$ cat src/rtl/acq_pkg.sv
package acq_pkg;

    localparam logic [1:0] REG_CTRL  = 2'd0;
    localparam logic [1:0] REG_SLIST = 2'd1;
    localparam logic [1:0] REG_DIVLO = 2'd2;
    localparam logic [1:0] REG_DIVHI = 2'd3;

    localparam logic [15:0] CMD_LOAD_ON  = 16'h0011;
    localparam logic [15:0] CMD_LOAD_OFF = 16'h0010;
    localparam logic [15:0] CMD_PACE_ON  = 16'h0031;
    localparam logic [15:0] CMD_PACE_OFF = 16'h0030;

    localparam int ST_RES_MULTI = 0;
    localparam int ST_RES_DATA  = 1;
    localparam int ST_RES_OVR   = 2;
    localparam int ST_SCANNING  = 3;
    localparam int ST_PIPE_FULL = 4;
    localparam int ST_SL_EMPTY  = 5;
    localparam int ST_PACE_OVR  = 8;

    typedef struct packed {
        logic       last;
        logic       settle;
        logic       hold;
        logic [4:0] sel;
    } chan_desc_t;

    typedef enum logic [1:0] {SC_IDLE, SC_ISSUE, SC_WAIT} scan_st_e;

    function automatic chan_desc_t desc_pack(input logic [15:0] w1,
                                             input logic [15:0] w2,
                                             input logic [15:0] w3);
        chan_desc_t d;
        d.last   = w1[2];
        d.settle = w1[1];
        d.hold   = w1[3];
        d.sel    = {w3[2:0], w2[7:6]};
        return d;
    endfunction

endpackage

$ cat src/rtl/acq_sync_fifo.sv
module acq_sync_fifo #(
    parameter int W     = 16,
    parameter int DEPTH = 4
) (
    input  logic                       clk,
    input  logic                       rst,
    input  logic                       clr,
    input  logic                       push,
    input  logic [W-1:0]               din,
    input  logic                       pop,
    output logic [W-1:0]               dout,
    output logic [$clog2(DEPTH):0]     count,
    output logic                       full,
    output logic                       empty
);
    localparam int AW = $clog2(DEPTH);
    localparam logic [AW:0] FULL_CNT = (AW+1)'(DEPTH);

    logic [W-1:0]  mem [DEPTH];
    logic [AW-1:0] wp, rp;
    logic [AW:0]   cnt;
    logic          do_push, do_pop;

    assign full    = (cnt == FULL_CNT);
    assign empty   = (cnt == '0);
    assign do_push = push && !full;
    assign do_pop  = pop && !empty;
    assign dout    = mem[rp];
    assign count   = cnt;

    always_ff @(posedge clk) begin
        if (rst || clr) begin
            wp  <= '0;
            rp  <= '0;
            cnt <= '0;
        end else begin
            if (do_push) wp <= wp + 1'b1;
            if (do_pop)  rp <= rp + 1'b1;
            case ({do_push, do_pop})
                2'b10:   cnt <= cnt + 1'b1;
                2'b01:   cnt <= cnt - 1'b1;
                default: cnt <= cnt;
            endcase
        end
    end

    always_ff @(posedge clk) begin
        if (do_push) mem[wp] <= din;
    end

    AST_FULL_DROPS: assert property (@(posedge clk) disable iff (rst)
        (push && full && !pop && !clr) |=> (cnt == $past(cnt)));

endmodule

$ cat src/rtl/acq_pacer.sv
module acq_pacer #(
    parameter int DIV_W = 48
) (
    input  logic             clk,
    input  logic             rst,
    input  logic             en,
    input  logic [DIV_W-1:0] div,
    output logic             tick
);
    logic [DIV_W-1:0] cnt;
    logic [DIV_W-1:0] lim;

    assign lim  = (div == '0) ? '0 : div - DIV_W'(1);
    assign tick = en && (cnt >= lim);

    always_ff @(posedge clk) begin
        if (rst || !en)       cnt <= '0;
        else if (cnt >= lim)  cnt <= '0;
        else                  cnt <= cnt + DIV_W'(1);
    end

    AST_TICK_SPACING: assert property (@(posedge clk) disable iff (rst)
        (tick && lim != '0) |=> (!tick || div != $past(div)));

endmodule

$ cat src/rtl/acq_cfg_pipe.sv
module acq_cfg_pipe
    import acq_pkg::*;
#(
    parameter int SLOTS = 4
) (
    input  logic                      clk,
    input  logic                      rst,
    input  logic                      clr,
    input  logic                      load_en,
    input  logic                      in_valid,
    input  logic [15:0]               in_word,
    output logic                      in_ready,
    output logic                      full,
    output logic [$clog2(SLOTS):0]    nd,
    input  logic [$clog2(SLOTS)-1:0]  rd_idx,
    output chan_desc_t                rd_desc
);
    localparam int IW = $clog2(SLOTS);
    localparam logic [IW:0] LAST_SLOT = (IW+1)'(SLOTS-1);

    chan_desc_t  slot_q [SLOTS];
    logic [1:0]  wsel;
    logic [15:0] h1, h2;
    logic [IW:0] nd_q;
    logic        full_q;
    logic        accept, fin;
    chan_desc_t  new_d;
    logic        unused_in;

    assign in_ready  = load_en && !full_q;
    assign accept    = in_valid && in_ready;
    assign fin       = accept && (wsel == 2'd3);
    assign new_d     = desc_pack(h1, h2, in_word);
    assign full      = full_q;
    assign nd        = nd_q;
    assign rd_desc   = slot_q[rd_idx];
    assign unused_in = ^in_word;

    always_ff @(posedge clk) begin
        if (rst || clr) begin
            wsel   <= '0;
            nd_q   <= '0;
            full_q <= 1'b0;
            h1     <= '0;
            h2     <= '0;
        end else if (accept) begin
            wsel <= wsel + 2'd1;
            if (wsel == 2'd1) h1 <= in_word;
            if (wsel == 2'd2) h2 <= in_word;
            if (fin) begin
                nd_q   <= nd_q + 1'b1;
                full_q <= new_d.last || (nd_q == LAST_SLOT);
            end
        end
    end

    always_ff @(posedge clk) begin
        if (fin) slot_q[nd_q[IW-1:0]] <= new_d;
    end

    AST_FULL_FREEZES: assert property (@(posedge clk) disable iff (rst)
        (full && !clr) |=> (nd_q == $past(nd_q)));

endmodule

$ cat src/rtl/acq_seq.sv
module acq_seq
    import acq_pkg::*;
#(
    parameter int PIPE_SLOTS = 4,
    parameter int SL_DEPTH   = 16,
    parameter int RES_DEPTH  = 4,
    parameter int DIVLO_W    = 32,
    parameter int DIVHI_W    = 16
) (
    input  logic        clk,
    input  logic        rst,
    input  logic        wr_en,
    input  logic [1:0]  wr_addr,
    input  logic [31:0] wr_data,
    input  logic        rd_en,
    output logic [15:0] rd_data,
    output logic [15:0] status,
    output logic        conv_start,
    output logic [4:0]  conv_sel,
    output logic        conv_settle,
    output logic        conv_hold,
    input  logic        adc_valid,
    input  logic [15:0] adc_data
);
    localparam int DIV_W = DIVLO_W + DIVHI_W;
    localparam int PW    = $clog2(PIPE_SLOTS);
    localparam int RCW   = $clog2(RES_DEPTH) + 1;
    localparam int SCW   = $clog2(SL_DEPTH) + 1;
    localparam logic [PW:0]    ONE_P = (PW+1)'(1);
    localparam logic [RCW-1:0] ONE_R = RCW'(1);

    // register write decode
    logic is_ctrl, is_reset_req, rst_sl, rst_res, rst_pipe, slist_wr;
    assign is_ctrl      = wr_en && (wr_addr == REG_CTRL);
    assign is_reset_req = is_ctrl && (wr_data[15:4] == '0);
    assign rst_sl       = is_reset_req && wr_data[2];
    assign rst_res      = is_reset_req && wr_data[1];
    assign rst_pipe     = is_reset_req && wr_data[0];
    assign slist_wr     = wr_en && (wr_addr == REG_SLIST);

    logic               load_en, pace_en;
    logic [DIVLO_W-1:0] div_lo;
    logic [DIVHI_W-1:0] div_hi;
    logic [7:0]         lo_byte;
    logic               lo_have;

    always_ff @(posedge clk) begin
        if (rst) begin
            load_en <= 1'b0;
            pace_en <= 1'b0;
            div_lo  <= '0;
            div_hi  <= '0;
            lo_byte <= '0;
            lo_have <= 1'b0;
        end else begin
            if (is_ctrl) begin
                case (wr_data[15:0])
                    CMD_LOAD_ON:  load_en <= 1'b1;
                    CMD_LOAD_OFF: load_en <= 1'b0;
                    CMD_PACE_ON:  pace_en <= 1'b1;
                    CMD_PACE_OFF: pace_en <= 1'b0;
                    default: ;
                endcase
            end
            if (wr_en && wr_addr == REG_DIVLO) div_lo <= wr_data[DIVLO_W-1:0];
            if (wr_en && wr_addr == REG_DIVHI) div_hi <= wr_data[DIVHI_W-1:0];
            if (rst_sl) begin
                lo_have <= 1'b0;
            end else if (slist_wr) begin
                lo_have <= !lo_have;
                if (!lo_have) lo_byte <= wr_data[7:0];
            end
        end
    end

    // scan-list word buffer
    logic [15:0]    sl_dout;
    logic [SCW-1:0] sl_count;
    logic           sl_full, sl_empty, pipe_ready;

    acq_sync_fifo #(.W(16), .DEPTH(SL_DEPTH)) u_sl_fifo (
        .clk(clk), .rst(rst), .clr(rst_sl),
        .push(slist_wr && lo_have), .din({wr_data[7:0], lo_byte}),
        .pop(pipe_ready), .dout(sl_dout), .count(sl_count),
        .full(sl_full), .empty(sl_empty)
    );

    // configuration pipe
    logic          pipe_full;
    logic [PW:0]   pipe_nd;
    logic [PW-1:0] idx;
    chan_desc_t    cur;

    acq_cfg_pipe #(.SLOTS(PIPE_SLOTS)) u_pipe (
        .clk(clk), .rst(rst), .clr(rst_pipe), .load_en(load_en),
        .in_valid(!sl_empty), .in_word(sl_dout), .in_ready(pipe_ready),
        .full(pipe_full), .nd(pipe_nd), .rd_idx(idx), .rd_desc(cur)
    );

    // pacer
    logic tick;
    acq_pacer #(.DIV_W(DIV_W)) u_pacer (
        .clk(clk), .rst(rst), .en(pace_en), .div({div_hi, div_lo}), .tick(tick)
    );

    // scan engine
    scan_st_e state;
    logic     pace_ovr, is_final;

    assign is_final = cur.last || (({1'b0, idx} + ONE_P) == pipe_nd);

    always_ff @(posedge clk) begin
        if (rst || rst_pipe) begin
            state <= SC_IDLE;
            idx   <= '0;
        end else begin
            case (state)
                SC_IDLE: if (tick && pipe_full) begin
                    state <= SC_ISSUE;
                    idx   <= '0;
                end
                SC_ISSUE: state <= SC_WAIT;
                SC_WAIT: if (adc_valid) begin
                    if (is_final) begin
                        state <= SC_IDLE;
                    end else begin
                        state <= SC_ISSUE;
                        idx   <= idx + 1'b1;
                    end
                end
                default: state <= SC_IDLE;
            endcase
        end
    end

    always_ff @(posedge clk) begin
        if (rst || rst_pipe)                 pace_ovr <= 1'b0;
        else if (tick && state != SC_IDLE)   pace_ovr <= 1'b1;
    end

    assign conv_start  = (state == SC_ISSUE);
    assign conv_sel    = cur.sel;
    assign conv_settle = cur.settle;
    assign conv_hold   = cur.hold;

    // results FIFO
    logic           res_push, res_full, res_empty, res_ovr;
    logic [RCW-1:0] res_count;
    assign res_push = (state == SC_WAIT) && adc_valid;

    acq_sync_fifo #(.W(16), .DEPTH(RES_DEPTH)) u_res_fifo (
        .clk(clk), .rst(rst), .clr(rst_res),
        .push(res_push), .din(adc_data), .pop(rd_en), .dout(rd_data),
        .count(res_count), .full(res_full), .empty(res_empty)
    );

    always_ff @(posedge clk) begin
        if (rst || rst_res)             res_ovr <= 1'b0;
        else if (res_push && res_full)  res_ovr <= 1'b1;
    end

    always_comb begin
        status               = '0;
        status[ST_RES_MULTI] = (res_count > ONE_R);
        status[ST_RES_DATA]  = !res_empty;
        status[ST_RES_OVR]   = res_ovr;
        status[ST_SCANNING]  = (state != SC_IDLE);
        status[ST_PIPE_FULL] = pipe_full;
        status[ST_SL_EMPTY]  = sl_empty;
        status[ST_PACE_OVR]  = pace_ovr;
    end

    logic unused_cnt;
    assign unused_cnt = ^{sl_count, sl_full};

    AST_START_ONE_CYCLE: assert property (@(posedge clk) disable iff (rst)
        conv_start |=> !conv_start);
    AST_SCAN_NEEDS_PIPE: assert property (@(posedge clk) disable iff (rst)
        (state != SC_IDLE) |-> pipe_full);
    AST_NO_START_UNLOADED: assert property (@(posedge clk) disable iff (rst)
        (state == SC_IDLE && !pipe_full) |=> (state != SC_ISSUE));
    AST_RES_OVR_STICKY: assert property (@(posedge clk) disable iff (rst)
        (res_ovr && !rst_res) |=> res_ovr);
    AST_PACE_OVR_STICKY: assert property (@(posedge clk) disable iff (rst)
        (pace_ovr && !rst_pipe) |=> pace_ovr);

endmodule

$ cat config.mk
export PLATFORM = sky130hd
export DESIGN_NAME = acq_seq
export DESIGN_NICKNAME = d
export VERILOG_FILES = /design/src/rtl/acq_pkg.sv /design/src/rtl/acq_sync_fifo.sv /design/src/rtl/acq_pacer.sv /design/src/rtl/acq_cfg_pipe.sv /design/src/rtl/acq_seq.sv
export SDC_FILE = /design/constraint.sdc
export NUM_CORES = 1
export LEC_CHECK = 0
export CAP_MARGIN = 25
export CELL_PAD_IN_SITES_DETAIL_PLACEMENT = 2
export CELL_PAD_IN_SITES_GLOBAL_PLACEMENT = 2
export CORE_UTILIZATION = 44
export DETAILED_ROUTE_END_ITERATION = 10
export PLACE_DENSITY = 0.87
export SETUP_SLACK_MARGIN = 0.15
export SLEW_MARGIN = 40
export SYNTH_ARGS = -nofsm -noshare
export SYNTH_HDL_FRONTEND = slang
export SYNTH_SLANG_ARGS = --single-unit
$ cat constraint.sdc
create_clock -name clk -period 6.9 [get_ports clk]
set_clock_uncertainty 0.1 [all_clocks]
set_input_delay 1.035 -clock clk [delete_from_list [all_inputs] [get_ports clk]]
set_output_delay 1.035 -clock clk [all_outputs]
set_load 0.02 [all_outputs]
==> impl_metrics.yaml, run 1 <==
outcome:
  outcome: "finished, final reports clean"
timing:
  rsz0062_at_grt: "false"
  period_share: 0.809
  relSlewSlack: 0.403
  worst_pin_slew_ns: 0.893
  fin_setup_tns_ns: 0
  clock.fmax_mhz: 179
  finalSetupViolations: 0
  setup_ws_ns: 1.31
  hold_ws_ns: 0.397
  min_period_ns: 5.59
  report.final.slew_viol_count: 0
  hold_viol: 0
floorplan:
  initial_core_util: 0.451
  ios: 95
  die_h_um: 191
  core_um2: 34900
  die_area_um2: 36500
  die_w_um: 191
  rows: 68
clock_network:
  cts_buffers: 39
  h-tree-depth: 2
  root_buffer: "clkbuf_16"
  cts_tree: "done"
  ctsResizeCount: 0
  clkTransAtPathRegs_ns: 0.07
  clk_latency_ns: 0.55
  postCtsSetupRepairBufs: 0
  ctsHoldBuffers: 0
  cts_max_path_buffers: 3
  clkSinkCount: 342
setup_path:
  crit_type: "reg -> reg"
  arrival_ns: 5.87
  end_kind: "flip-flop"
  cp_max_fo: 6
  crit_required_ns: 7.18
  worst_setup_path_start_kind: "flip-flop"
grt:
  grt_usage: 0.306
  grt_antenna_before_repair: 1
  first_global_vias: 12700
  grt_pass1_wl_um: 82100
  grt_max_degree: 62
  grt_overflow: 0
drt:
  drtAntennaViolNets: 0
  firstDrtPassIters: 5
  via_count: 11400
  vias_per_cell: 5.98
  drc_errors: 0
  drt_iter0_drc: 775
  wl_per_cell_um: 28.9
  routed_wl_um: 54800
final_layout:
  seq_area_um2: 8770
  n_fill_cell: 3369
  drive_gt1_frac: 0.115
  stdcell_count: 1897
  final_nets: 1543
  area_growth_pct: 16.3
  finalCoreUtilization: 0.524
  finalInstanceArea_um2: 18300
  multi_input_area_um2: 6600
placement:
  port_buffers: 85
  globalplace.congestion: 0.798
  dpl_cell_area_um2: 16900
  pre_cts_ws_ns: 1.78
  placed_cells: 1823
  hpwl_um: 35000
logic_synthesis:
  synth_top_area_frac: 0.367
  synth_edf_count: 192
  syn_avg_cell_area_um2: 11.8
  yosys-top-cells-count: "nand2_1 (199), edfxtp_1 (192), dfxtp_1 (150)"
  synth.most_common_cell: "nand2_1"
  syn-cell-area_um2: 15700
  yosysSeqAreaShare: 0.558
  yosysTopAreaCell: "edfxtp_1"
  ys_warn_count: 0
  synth_seq_cells: 342
  synthFlopType: "edfxtp_1"
  synthArstFlopShare: 0
  netlist_instances: 1330
  synth_cell_type_count: 71
  synth_area_leaders: "edfxtp_1 (37%), dfxtp_1 (19%), mux4_2 (7.7%)"
power_and_ir_drop:
  netSwitchingFraction: 0.262
  p_int_mw: 3.61
  p_seq_frac: 0.450
  vdd_drop_max_v: 0.000208
  clkPwrFrac: 0.438
  p_leak_nw: 6.48
  power_mw: 4.89
  p_sw_mw: 1.28
  pwr_density_cell_nw_per_um2: 268
  p_comb_frac: 0.112
job:
  maxCapViolCount: 0
min_path:
  hold_path.class: "reg -> reg"
## power groups by stage
stage / registers, mW / logic (mW) / clock network, mW
after floorplan: 2.22 / 0.336 / 0
after global placement: 2.24 / 0.473 / 0
after detailed placement: 2.24 / 0.511 / 0
after CTS: 2.20 / 0.544 / 2.17
after global routing: 2.20 / 0.585 / 2.23
final: 2.20 / 0.550 / 2.14
## layout by cell type, fill, tap and decap left out, types with 9 or more instances in the layout
cell type        count
a21o_1              11
clkbuf_1            10
a21oi_1             82
nor4_1              17
clkbuf_16           41
nand2_1            198
mux2i_1             13
dfxtp_1            148
mux4_2              54
buf_4               10
clkdlybuf4s50_1     84
o21ai_0             11
conb_1               9
xor2_1              74
and3_1              15
ha_1                78
xnor2_1             37
nand3_1             28
edfxtp_1           192
nor3_1              20
nand4_1             19
inv_1               27
nor2_1             132
## cells by family after synthesis
kind of cell / count (synthesis) / synth area share
muxes: 67 / 0.0856
DFF: 342 / 0.558
other: 1 / 0.000239
and+or+nand+nor: 508 / 0.155
AOI/OAI and AO/OA: 130 / 0.0482
buffers and inverters: 92 / 0.0275
adders and majority gates: 79 / 0.0634
xor gates and xnor gates: 111 / 0.0618
## state kept, by name, summed over array words and instances, names as in the netlist, 4 cells and up, named ones only
signal	flops
u_sl_fifo.mem	96
u_res_fifo.mem	64
u_pacer.cnt	48
div_lo	32
u_pipe.slot_q	32
div_hi	16
lo_byte	6
u_sl_fifo.count	5
u_sl_fifo.rp	4
u_sl_fifo.wp	4
## area by class of cell
type,instances,share of cell area
clock inverters,15,0.00924
clock buffers,57,0.0627
well taps,455,0.0311
inverters,27,0.00554
diodes,2,0.000274
flip-flops and latches,342,0.480
multi-input cells,904,0.361
repair buffers,95,0.0504
## worst paths after layout
path / start / end / slack [ns] / cells past startpoint
worst max register to register: div_lo[23] / idx[0] / 1.31 / 14
worst min register to register: div_hi[15] / div_hi[15] / 0.40 / 2
worst max-delay path: div_lo[23] / idx[0] / 1.31 / 14
worst min-delay path: div_hi[15] / div_hi[15] / 0.40 / 2
## per-layer routing
| layer | part of all wire | global-route usage | up-vias |
|---|---|---|---|
| li1 | - | - | 4918 |
| met1 | 0.41 | 0.374 | 5928 |
| met2 | 0.51 | 0.543 | 379 |
| met5 | 0 | 0 | - |
| met4 | 0.039 | 0.121 | 0 |
| met3 | 0.040 | 0.0400 | 125 |
## critical path: stages, from the launching register on
cell	delay, ns
dfxtp_1	0.37
or4_4	0.60
nor3_4	0.37
nand2_2	0.21
nand4bb_1	0.29
nor4_1	0.53
nor2_1	0.15
ha_1	0.32
nand2b_1	0.14
a2111o_1	0.42
a31oi_1	0.38
a2111oi_0	0.19
o311ai_1	0.54
a21oi_1	0.28
o41ai_1	0.53
Power figures use the tool's default switching activity.
==> run 2: changes to the inputs <==
--- a/config.mk
+++ b/config.mk
@@ -8,9 +8,9 @@
 export CAP_MARGIN = 25
 export CELL_PAD_IN_SITES_DETAIL_PLACEMENT = 2
 export CELL_PAD_IN_SITES_GLOBAL_PLACEMENT = 2
-export CORE_UTILIZATION = 44
+export CORE_UTILIZATION = 37
 export DETAILED_ROUTE_END_ITERATION = 10
-export PLACE_DENSITY = 0.87
+export PLACE_DENSITY = 0.78
 export SETUP_SLACK_MARGIN = 0.15
 export SLEW_MARGIN = 40
 export SYNTH_ARGS = -nofsm -noshare
==> constraint.sdc (replaced) <==
create_clock -name clk -period 5 [get_ports clk]
set_clock_uncertainty 0.1 [all_clocks]
set_input_delay 0.75 -clock clk [delete_from_list [all_inputs] [get_ports clk]]
set_output_delay 0.75 -clock clk [all_outputs]
set_load 0.02 [all_outputs]
==> impl_metrics.yaml, run 2 (synthesis gave the netlist of run 1 again) <==
outcome:
  outcome: "finished, final reports clean"
clock_network:
  clkSinkCount: 342
  root_buffer: "clkbuf_16"
  clkTransAtPathRegs_ns: 0.06
  cts_tree: "done"
  cts_buffers: 39
  clk_latency_ns: 0.56
  cts_max_path_buffers: 3
  h-tree-depth: 2
setup_path:
  critPathBufInv: 3
  cp_max_fo: 44
  worst_setup_path_start_kind: "flip-flop"
  crit_type: "reg -> reg"
  slowest_stage: "or4_4"
  cpLargestDelayFamily: "simple AND/OR/NAND/NOR gates"
  end_kind: "flip-flop"
  path_cells: "or3_4, nor4_4, nand3_2, or3_4, or4_4, buf_12, nand2_1, ha_1, a21oi_2, o21ai_0, a221o_1, a2111o_1, a21oi_2, nand4b_1, buf_4, buf_12, nor2_1"
  arrival_ns: 5.05
  slowest_delay_ns: 0.55
  crit_required_ns: 5.37
final_layout:
  seq_area_um2: 8770
  n_fill_cell: 4121
  drive_gt1_frac: 0.126
  antenna_cells: 0
  layout_commonest_cell: "nand2_1"
  stdcell_count: 1990
  top_regs: "u_sl_fifo.mem (96), u_res_fifo.mem (64), u_pacer.cnt (48)"
  multi_input_area_um2: 6630
  final_cell_mix: "nand2_1 (198), edfxtp_1 (192), dfxtp_1 (149)"
  final_nets: 1555
  area_growth_pct: 18.4
  top_register: "u_sl_fifo.mem"
  largest_register_ffs: 96
drt:
  via_count: 10600
  wl_per_cell_um: 22.0
  firstDrtPassIters: 5
  drtAntennaViolNets: 0
  vias_per_cell: 5.31
  drc_errors: 0
  drt_iter0_drc: 503
  routed_wl_um: 43800
floorplan:
  die_w_um: 208
  ios: 95
  initial_core_util: 0.375
  core_um2: 41900
  die_h_um: 208
  rows: 75
  die_area_um2: 43300
placement:
  pre_cts_ws_ns: 0.0186
  port_buffers: 85
  placed_cells: 1912
  globalplace.congestion: 0.766
  hpwl_um: 31200
power_and_ir_drop:
  power_mw: 6.79
  vdd_drop_max_v: 0.000184
  pwr_density_cell_nw_per_um2: 365
  p_leak_nw: 6.60
timing:
  setup_ws_ns: 0.320
  finalSetupViolations: 0
  relSlewSlack: 0.468
  hold_viol: 0
  report.final.slew_viol_count: 0
  clock.fmax_mhz: 214
  worst_pin_slew_ns: 0.797
  fin_setup_tns_ns: 0
  period_share: 0.936
  hold_ws_ns: 0.370
  min_period_ns: 4.68
  rsz0062_at_grt: "false"
grt:
  grt_antenna_before_repair: 0
  grt_max_degree: 54
  grt_overflow: 0
  grt_pass1_wl_um: 69000
  grt_usage: 0.207
  first_global_vias: 11800
min_path:
  hold_path.class: "reg -> reg"
job:
  maxCapViolCount: 0
==> run 2: changes by cell type in the layout (fill, tap and decap cells not counted), sizes merged <==
cell / change
buf: +12
clkbuf: -5
clkinv: -4
bufinv: +3
inv: +3
clkinvlp: +2
diode: -2
==> run 2: final cells by class <==
class | instances | area share
clock inverter | 19 | 0.0139
clock buffer | 52 | 0.0602
tap | 539 | 0.0362
inverter | 27 | 0.00545
multi-input combinational | 904 | 0.356
timing repair buffer | 107 | 0.0564
sequential | 342 | 0.471
==> run 2: final timing paths <==
check | from | to | slack [ns] | cells after the start
setup / recovery | div_hi[3] | u_pacer.cnt[37] | 0.32 | 17
hold / removal | pace_ovr | pace_ovr | 0.37 | 1
setup reg to reg | div_hi[3] | u_pacer.cnt[37] | 0.32 | 17
hold reg to reg | pace_ovr | pace_ovr | 0.37 | 1
==> run 2: layer usage <==
| metal | share of wire | track usage | wire (µm) |
|---|---|---|---|
| met1 | 0.45 | 0.273 | 19700 |
| met2 | 0.50 | 0.356 | 21900 |
| met3 | 0.029 | 0.0282 | 1280 |
| met4 | 0.021 | 0.0605 | 903 |
| met5 | 0 | 0 | 0 |
==> run 2: report_power, final <==
part / internal [mW] / total, mW / leakage [nW] / switching [mW]
Sequential: 2.98 / 3.03 / 2.93 / 0.0505
Combinational: 0.299 / 0.707 / 3.00 / 0.409
Clock: 1.85 / 3.05 / 0.668 / 1.20
Total: 5.13 / 6.79 / 6.60 / 1.66
==> run 2: worst register-to-register path, cell delays in order (launching register included) <==
cell,delay [ns]
dfxtp_1,0.35
or3_4,0.42
nor4_4,0.31
nand3_2,0.16
or3_4,0.37
or4_4,0.55
buf_12,0.20
nand2_1,0.10
ha_1,0.25
a21oi_2,0.16
o21ai_0,0.10
a221o_1,0.36
a2111o_1,0.38
a21oi_2,0.18
nand4b_1,0.15
buf_4,0.19
buf_12,0.15
nor2_1,0.12
==> run 2: timing repair <==
| action | 4_1_cts | 5_1_grt |
|---|---|---|
| buffers inserted | 3 | 4 |
| pin swaps | 0 | 6 |
| gates resized for setup | 1 | 7 |
| hold buffers | 0 | 0 |
| hold endpoints to repair | 0 | 0 |
| gates cloned | 0 | 0 |
| setup endpoints to repair | 53 | 54 |
==> run 2: per-stage QoR <==
stage               cell area, µm²  utilization
global placement             17100        0.408
finish                       18600        0.444
floorplan                    15700            -
CTS                          18500        0.442
detailed placement           17100        0.408
global route                 18600        0.444
